### config.mk
export PLATFORM = sky130hd
export DESIGN_NAME = spi_fifo_master
export DESIGN_NICKNAME = d
export VERILOG_FILES = /design/src/rtl/spi_fifo_master_pkg.sv /design/src/rtl/spi_fifo_master_fifo.sv /design/src/rtl/spi_fifo_master_shifter.sv /design/src/rtl/spi_fifo_master.sv
export SDC_FILE = /design/constraint.sdc
export NUM_CORES = 1
export LEC_CHECK = 0
export ABC_CLOCK_PERIOD_IN_PS = 4019
export CORE_UTILIZATION = 25
export DETAILED_ROUTE_END_ITERATION = 8
export DONT_BUFFER_PORTS = 1
export PLACE_DENSITY = 0.47
export SLEW_MARGIN = 20
export SYNTH_ARGS = -nofsm -noshare
export SYNTH_HDL_FRONTEND = slang
export SYNTH_SLANG_ARGS = --single-unit
### constraint.sdc
create_clock -name clk -period 4.02 [get_ports clk]
set_input_delay 0.201 -clock clk [delete_from_list [all_inputs] [get_ports clk]]
set_output_delay 0.201 -clock clk [all_outputs]
set_load 0.005 [all_outputs]
### src/rtl/spi_fifo_master_pkg.sv
package spi_fifo_master_pkg;
  localparam logic [7:0] OFS_SRST = 8'h40;
  localparam logic [7:0] OFS_CTRL = 8'h62;
  localparam logic [7:0] OFS_STAT = 8'h67;
  localparam logic [7:0] OFS_TXD  = 8'h6b;
  localparam logic [7:0] OFS_RXD  = 8'h6f;
  localparam logic [7:0] OFS_SEL  = 8'h70;
  localparam logic [15:0] SRST_KEY = 16'h000a;

  // bit position of each control field
  localparam int C_EN = 1, C_MST = 2, C_CPOL = 3, C_CPHA = 4;
  localparam int C_TXF = 5, C_RXF = 6, C_MAN = 7, C_HOLD = 8;

  // even edges lead, odd edges trail; CPHA picks which one samples
  function automatic logic is_sample_edge(input logic [3:0] edge_idx, input logic cpha);
    return edge_idx[0] == cpha;
  endfunction

  function automatic logic [15:0] pack_status(input logic fault, input logic txf,
      input logic txe, input logic rxf, input logic rxe);
    return {11'd0, fault, txf, txe, rxf, rxe};
  endfunction
endpackage

### src/rtl/spi_fifo_master_fifo.sv
module spi_fifo_master_fifo #(
  parameter int WIDTH = 8,
  parameter int DEPTH = 16
) (
  input  logic             clk,
  input  logic             rst_n,
  input  logic             flush,
  input  logic             push,
  input  logic [WIDTH-1:0] wdata,
  input  logic             pop,
  output logic [WIDTH-1:0] head,
  output logic             full,
  output logic             empty
);
  localparam int PW = $clog2(DEPTH);
  localparam int CW = PW + 1;

  logic [WIDTH-1:0] mem [DEPTH];
  logic [PW-1:0] wp, rp;
  logic [CW-1:0] cnt;

  wire do_push = push && !full;
  wire do_pop  = pop && !empty;

  assign full  = (cnt == CW'(DEPTH));
  assign empty = (cnt == '0);
  assign head  = mem[rp];

  always_ff @(posedge clk) begin
    if (do_push && !flush) mem[wp] <= wdata;
  end

  always_ff @(posedge clk or negedge rst_n) begin
    if (!rst_n) begin
      wp <= '0; rp <= '0; cnt <= '0;
    end else if (flush) begin
      wp <= '0; rp <= '0; cnt <= '0;
    end else begin
      if (do_push) wp <= wp + 1'b1;
      if (do_pop)  rp <= rp + 1'b1;
      if (do_push && !do_pop) cnt <= cnt + 1'b1;
      else if (do_pop && !do_push) cnt <= cnt - 1'b1;
    end
  end
endmodule

### src/rtl/spi_fifo_master_shifter.sv
module spi_fifo_master_shifter
  import spi_fifo_master_pkg::*;
#(
  parameter int HALF_DIV = 2
) (
  input  logic       clk,
  input  logic       rst_n,
  input  logic       srst,
  input  logic       start,
  input  logic [7:0] tx_byte,
  input  logic       cpol,
  input  logic       cpha,
  input  logic       miso,
  output logic       busy,
  output logic       done,
  output logic [7:0] rx_byte,
  output logic       sck,
  output logic       mosi
);
  localparam int TW = (HALF_DIV > 1) ? $clog2(HALF_DIV) : 1;

  logic [TW-1:0] tmr;
  logic [3:0] edge_n;
  logic lvl;
  logic [7:0] sh;

  wire tick = busy && (tmr == TW'(HALF_DIV - 1));
  wire smp  = is_sample_edge(edge_n, cpha);

  assign sck = cpol ^ lvl;

  always_ff @(posedge clk or negedge rst_n) begin
    if (!rst_n) begin
      busy <= 1'b0; done <= 1'b0; tmr <= '0; edge_n <= '0; lvl <= 1'b0;
      sh <= '0; rx_byte <= '0; mosi <= 1'b0;
    end else if (srst) begin
      busy <= 1'b0; done <= 1'b0; tmr <= '0; edge_n <= '0; lvl <= 1'b0;
      sh <= '0; rx_byte <= '0; mosi <= 1'b0;
    end else begin
      done <= 1'b0;
      if (start && !busy) begin
        busy <= 1'b1; tmr <= '0; edge_n <= '0; lvl <= 1'b0;
        if (!cpha) begin
          mosi <= tx_byte[7];
          sh   <= {tx_byte[6:0], 1'b0};
        end else begin
          sh <= tx_byte;
        end
      end else if (busy) begin
        if (tick) begin
          tmr    <= '0;
          lvl    <= ~lvl;
          edge_n <= edge_n + 4'd1;
          if (smp) rx_byte <= {rx_byte[6:0], miso};
          else begin
            mosi <= sh[7];
            sh   <= {sh[6:0], 1'b0};
          end
          if (edge_n == 4'd15) begin
            busy <= 1'b0;
            done <= 1'b1;
          end
        end else begin
          tmr <= tmr + 1'b1;
        end
      end
    end
  end
endmodule

### src/rtl/spi_fifo_master.sv
module spi_fifo_master
  import spi_fifo_master_pkg::*;
#(
  parameter int DEPTH    = 16,
  parameter int HALF_DIV = 2,
  parameter int NSS      = 8
) (
  input  logic           clk,
  input  logic           rst_n,
  input  logic           bus_we,
  input  logic           bus_re,
  input  logic [7:0]     bus_addr,
  input  logic [15:0]    bus_wdata,
  output logic [15:0]    bus_rdata,
  output logic           spi_sck,
  output logic           spi_mosi,
  input  logic           spi_miso,
  output logic [NSS-1:0] spi_ss_n,
  input  logic           spi_fault_n
);
  logic ctl_en, ctl_mst, ctl_cpol, ctl_cpha, ctl_man, ctl_hold;
  logic [NSS-1:0] sel_reg;
  logic fault;

  // named bus events
  wire wr_ctl   = bus_we && (bus_addr == OFS_CTRL);
  wire wr_tx    = bus_we && (bus_addr == OFS_TXD);
  wire wr_sel   = bus_we && (bus_addr == OFS_SEL);
  wire rd_rx    = bus_re && (bus_addr == OFS_RXD);
  wire soft_rst = bus_we && (bus_addr == OFS_SRST) && (bus_wdata == SRST_KEY);
  wire tx_flush = soft_rst || (wr_ctl && bus_wdata[C_TXF]);
  wire rx_flush = soft_rst || (wr_ctl && bus_wdata[C_RXF]);

  logic [7:0] tx_head, rx_head, rx_byte;
  logic tx_full, tx_empty, rx_full, rx_empty;
  logic busy, done, start;

  assign start = ctl_en && ctl_mst && !ctl_hold && !fault && !tx_empty && !busy;

  spi_fifo_master_fifo #(.WIDTH(8), .DEPTH(DEPTH)) u_txq (
    .clk(clk), .rst_n(rst_n), .flush(tx_flush), .push(wr_tx), .wdata(bus_wdata[7:0]),
    .pop(start), .head(tx_head), .full(tx_full), .empty(tx_empty));

  spi_fifo_master_fifo #(.WIDTH(8), .DEPTH(DEPTH)) u_rxq (
    .clk(clk), .rst_n(rst_n), .flush(rx_flush), .push(done), .wdata(rx_byte),
    .pop(rd_rx), .head(rx_head), .full(rx_full), .empty(rx_empty));

  spi_fifo_master_shifter #(.HALF_DIV(HALF_DIV)) u_shift (
    .clk(clk), .rst_n(rst_n), .srst(soft_rst), .start(start), .tx_byte(tx_head),
    .cpol(ctl_cpol), .cpha(ctl_cpha), .miso(spi_miso), .busy(busy), .done(done),
    .rx_byte(rx_byte), .sck(spi_sck), .mosi(spi_mosi));

  always_ff @(posedge clk or negedge rst_n) begin
    if (!rst_n) begin
      {ctl_en, ctl_mst, ctl_cpol, ctl_cpha, ctl_man, ctl_hold} <= '0;
      sel_reg <= '1;
      fault   <= 1'b0;
    end else if (soft_rst) begin
      {ctl_en, ctl_mst, ctl_cpol, ctl_cpha, ctl_man, ctl_hold} <= '0;
      sel_reg <= '1;
      fault   <= 1'b0;
    end else begin
      if (wr_ctl) begin
        ctl_en   <= bus_wdata[C_EN];
        ctl_mst  <= bus_wdata[C_MST];
        ctl_cpol <= bus_wdata[C_CPOL];
        ctl_cpha <= bus_wdata[C_CPHA];
        ctl_man  <= bus_wdata[C_MAN];
        ctl_hold <= bus_wdata[C_HOLD];
      end
      if (wr_sel) sel_reg <= bus_wdata[NSS-1:0];
      if (ctl_en && ctl_mst && !spi_fault_n) fault <= 1'b1;
    end
  end

  assign spi_ss_n = (ctl_man || busy) ? sel_reg : '1;

  logic [15:0] ctl_view;
  always_comb begin
    ctl_view = '0;
    ctl_view[C_EN]   = ctl_en;
    ctl_view[C_MST]  = ctl_mst;
    ctl_view[C_CPOL] = ctl_cpol;
    ctl_view[C_CPHA] = ctl_cpha;
    ctl_view[C_MAN]  = ctl_man;
    ctl_view[C_HOLD] = ctl_hold;
  end

  always_comb begin
    bus_rdata = '0;
    if (bus_re) begin
      case (bus_addr)
        OFS_CTRL: bus_rdata = ctl_view;
        OFS_STAT: bus_rdata = pack_status(fault, tx_full, tx_empty, rx_full, rx_empty);
        OFS_RXD:  bus_rdata = rx_empty ? 16'd0 : {8'd0, rx_head};
        OFS_SEL:  bus_rdata = 16'(sel_reg);
        default:  bus_rdata = '0;
      endcase
    end
  end
endmodule

==> summary.txt <==
Run
  – Max-Cap Viols: 0

STA
  – Fin crit share: 84.6%
  – Fin. max-slew vios: 0
  – Final Critical Period: 3.40 ns
  – Final-report hold violation count: 0
  – Fin Clk Skew: 0.0204 ns
  – Setup TNS: 0 ns
  – Fmax: 0.294 GHz
  – RSZ-0062 raised after global routing: false
  – Slew @ Worst Pin: 0.939 ns
  – Post-route setup slack: 0.620 ns
  – Slew headroom: 37.2%
  – Final setup viols: 0

Power
  – Peak supply drop: 0.212 mV
  – Leakage Power: 5.58 nW
  – Pwr per Cell Area: 461 nW/um^2

Clock tree
  – CTS Buf Count: 37
  – CTS tree: built
  – CTS max path bufs: 3
  – Clk Latency, worst-skew pair: 0.55 ns
  – # resized after CTS: 0
  – Post-CTS setup buffers: 0
  – CTS clk-pin slew, worst paths: 0.06 ns
  – Root Buffer: clkbuf_16
  – Clk sinks: 322
  – Hold_buf cts: 16
  – Htree depth: 2

Floorplanning
  – Initial Utilization: 25.3%
  – Die Area: 56,800 um^2
  – Die H: 238 um
  – # rows: 86
  – CORE AREA: 55,100 um^2
  – Die Wd: 238 um
  – # IOs: 56

Detailed routing
  – Drt pass-1 iters: 4
  – ANT nets after route: 0
  – Via total after detailed routing: 7,512
  – Vias per cell: 4.51
  – Final wirelength: 35,200 um
  – Drt first-iter violations: 449
  – DRC viols: 0
  – WL per Instance: 21.1 um

Synth
  – Asr flop ratio synth: 20.5%
  – Yosys warning total: 0
  – Synthesized netlist cell count: 863
  – Syn Std Cell Area: 14,000 um^2
  – Commonest cells in the netlist: 256 x edfxtp_1, 73 x mux4_2, 70 x nor2_1
  – #FFs+latches synth: 322
  – Seq/Total Area, Yosys: 67.0%
  – Synth Flop Type: edfxtp_1
  – EDFF count, synth: 256
  – Top cells by area, synth: edfxtp_1 55%, mux4_2 12%, dfrtp_1 10%
  – Most frequent cell after synthesis: edfxtp_1
  – Post-synthesis cell type count: 69
  – Largest area contributor in the netlist: edfxtp_1
  – Synthesized area per cell: 16.2 um^2
  – Top cell type's share of synthesized area: 55.1%

Critical path
  – Crit path max fanout: 14
  – R2r setup slk: 0.62 ns
  – CP required: 4.44 ns
  – Worst setup EP type: flop
  – Critical path startpoint category: flop
  – Worst EP arrival: 3.82 ns
  – CP Class: reg2reg

GRT
  – First-pass GRT wire length: 51,900 um
  – Total track usage: 12.5%
  – Antenna violations before repair: 5
  – Total gr overflow: 0
  – Number of global-route vias before repair: 7,661
  – Largest net degree at the start of global routing: 67

Place
  – Global placement routability congestion: 0.774
  – Post-DP HPWL: 23,100 um
  – Port Buf Inserts: 0
  – Dpl ws: 0.624 ns

Finish
  – Top Registers: u_rxq.mem (128), u_txq.mem (128)
  – Fin nets: 939
  – Share of cells above drive strength 1: 19.8%
  – Area grow syn2layout: 15.2%
  – Fill count: 5,539

Worst hold path
  – Hold Crit Class: in2reg

Status
  – Status: completed
-- worst max-delay path: stages, from the launching register on --
cell	delay, ns
dfrtp_1	0.43
or4_4	0.57
o211a_4	0.32
nor3_2	0.33
inv_1	0.23
fa_1	0.46
a21o_1	0.20
a21oi_1	0.17
mux2i_1	0.21
mux2_2	0.34
-- kinds of logic after synthesis --
kind of cell / Yosys count / synth area share [%]
AOI/OAI and AO/OA: 95 / 4.75
adders and majority gates: 20 / 1.90
DFF: 322 / 67.0
buffers and inverters: 66 / 2.51
muxes: 98 / 13.6
xor gates and xnor gates: 23 / 1.44
and+or+nand+nor: 238 / 8.77
other: 1 / 0.0269
-- final timing paths --
path,from,endpoint,cells after the start
setup reg to reg,u_txq.cnt[2],u_txq.cnt[4],9
max in group asynchronous,rst_n,sel_reg[3],2
setup / recovery,u_txq.cnt[2],u_txq.cnt[4],9
hold reg to reg,sel_reg[7],sel_reg[7],2
min in group asynchronous,rst_n,u_txq.wp[3],2
hold / removal,bus_we,sel_reg[6],2
-- cell type report --
cell class / instances / area [um^2] / area share, %
sequential: 322 / 9350 / 58.2
tap: 748 / 936 / 5.82
timing repair buffer: 28 / 293 / 1.82
clock inverter: 20 / 159 / 0.988
multi-input combinational: 481 / 4310 / 26.8
clock buffer: 45 / 956 / 5.95
inverter: 19 / 71.3 / 0.444
antenna: 3 / 7.51 / 0.0467
-- layer usage --
layer  global-route usage (%)  up-vias  wire (um)
li1                         -     3409          -
met5                        0        -          0
met4                     3.24        0        619
met3                     4.85       47       3130
met1                     16.4     3878      15500
met2                     19.4      178      15900
-- placed cells by master (no fill, tap or decap), types with 5 or more instances in the layout --
cell and count:
edfxtp_1 256, mux4_2 73, nor2_1 70, nand2_1 57, dfrtp_1 56, clkbuf_16 37, nand3_1 27, a21oi_1 27
mux2i_1 20, inv_1 18, ha_1 18, o21ai_0 17, dlygate4sd3_1 15, nor3_1 13, a22o_1 12, xnor2_1 12
and3_1 12, xor2_1 11, buf_4 10, or2_2 8, clkbuf_1 8, dfstp_2 8, and2_1 7, clkinv_1 7
conb_1 7, clkinv_2 7, a221oi_1 6, nand4_1 5, a21o_1 5, nor4_1 5
-- power by group --
part | internal, mW | switching, mW
combinational | 0.219 | 0.265
clock | 1.82 | 1.35
sequential | 3.65 | 0.0960
total | 5.69 | 1.72
-- per-stage QoR --
stage	instance area, um^2	std cells	hold slack (ns)	util [%]	power, mW
2_1_floorplan	14000	869	-0.0946	-	4.12
3_3_place_gp	14800	1582	-0.0825	26.8	4.25
3_5_place_dp	14800	1582	-0.0828	26.8	4.25
4_1_cts	16100	1663	0.0240	29.2	7.53
5_1_grt	16100	1663	0.0649	29.2	7.70
6_report	16100	1666	0.0551	29.2	7.41
Power figures use the tool's default switching activity.
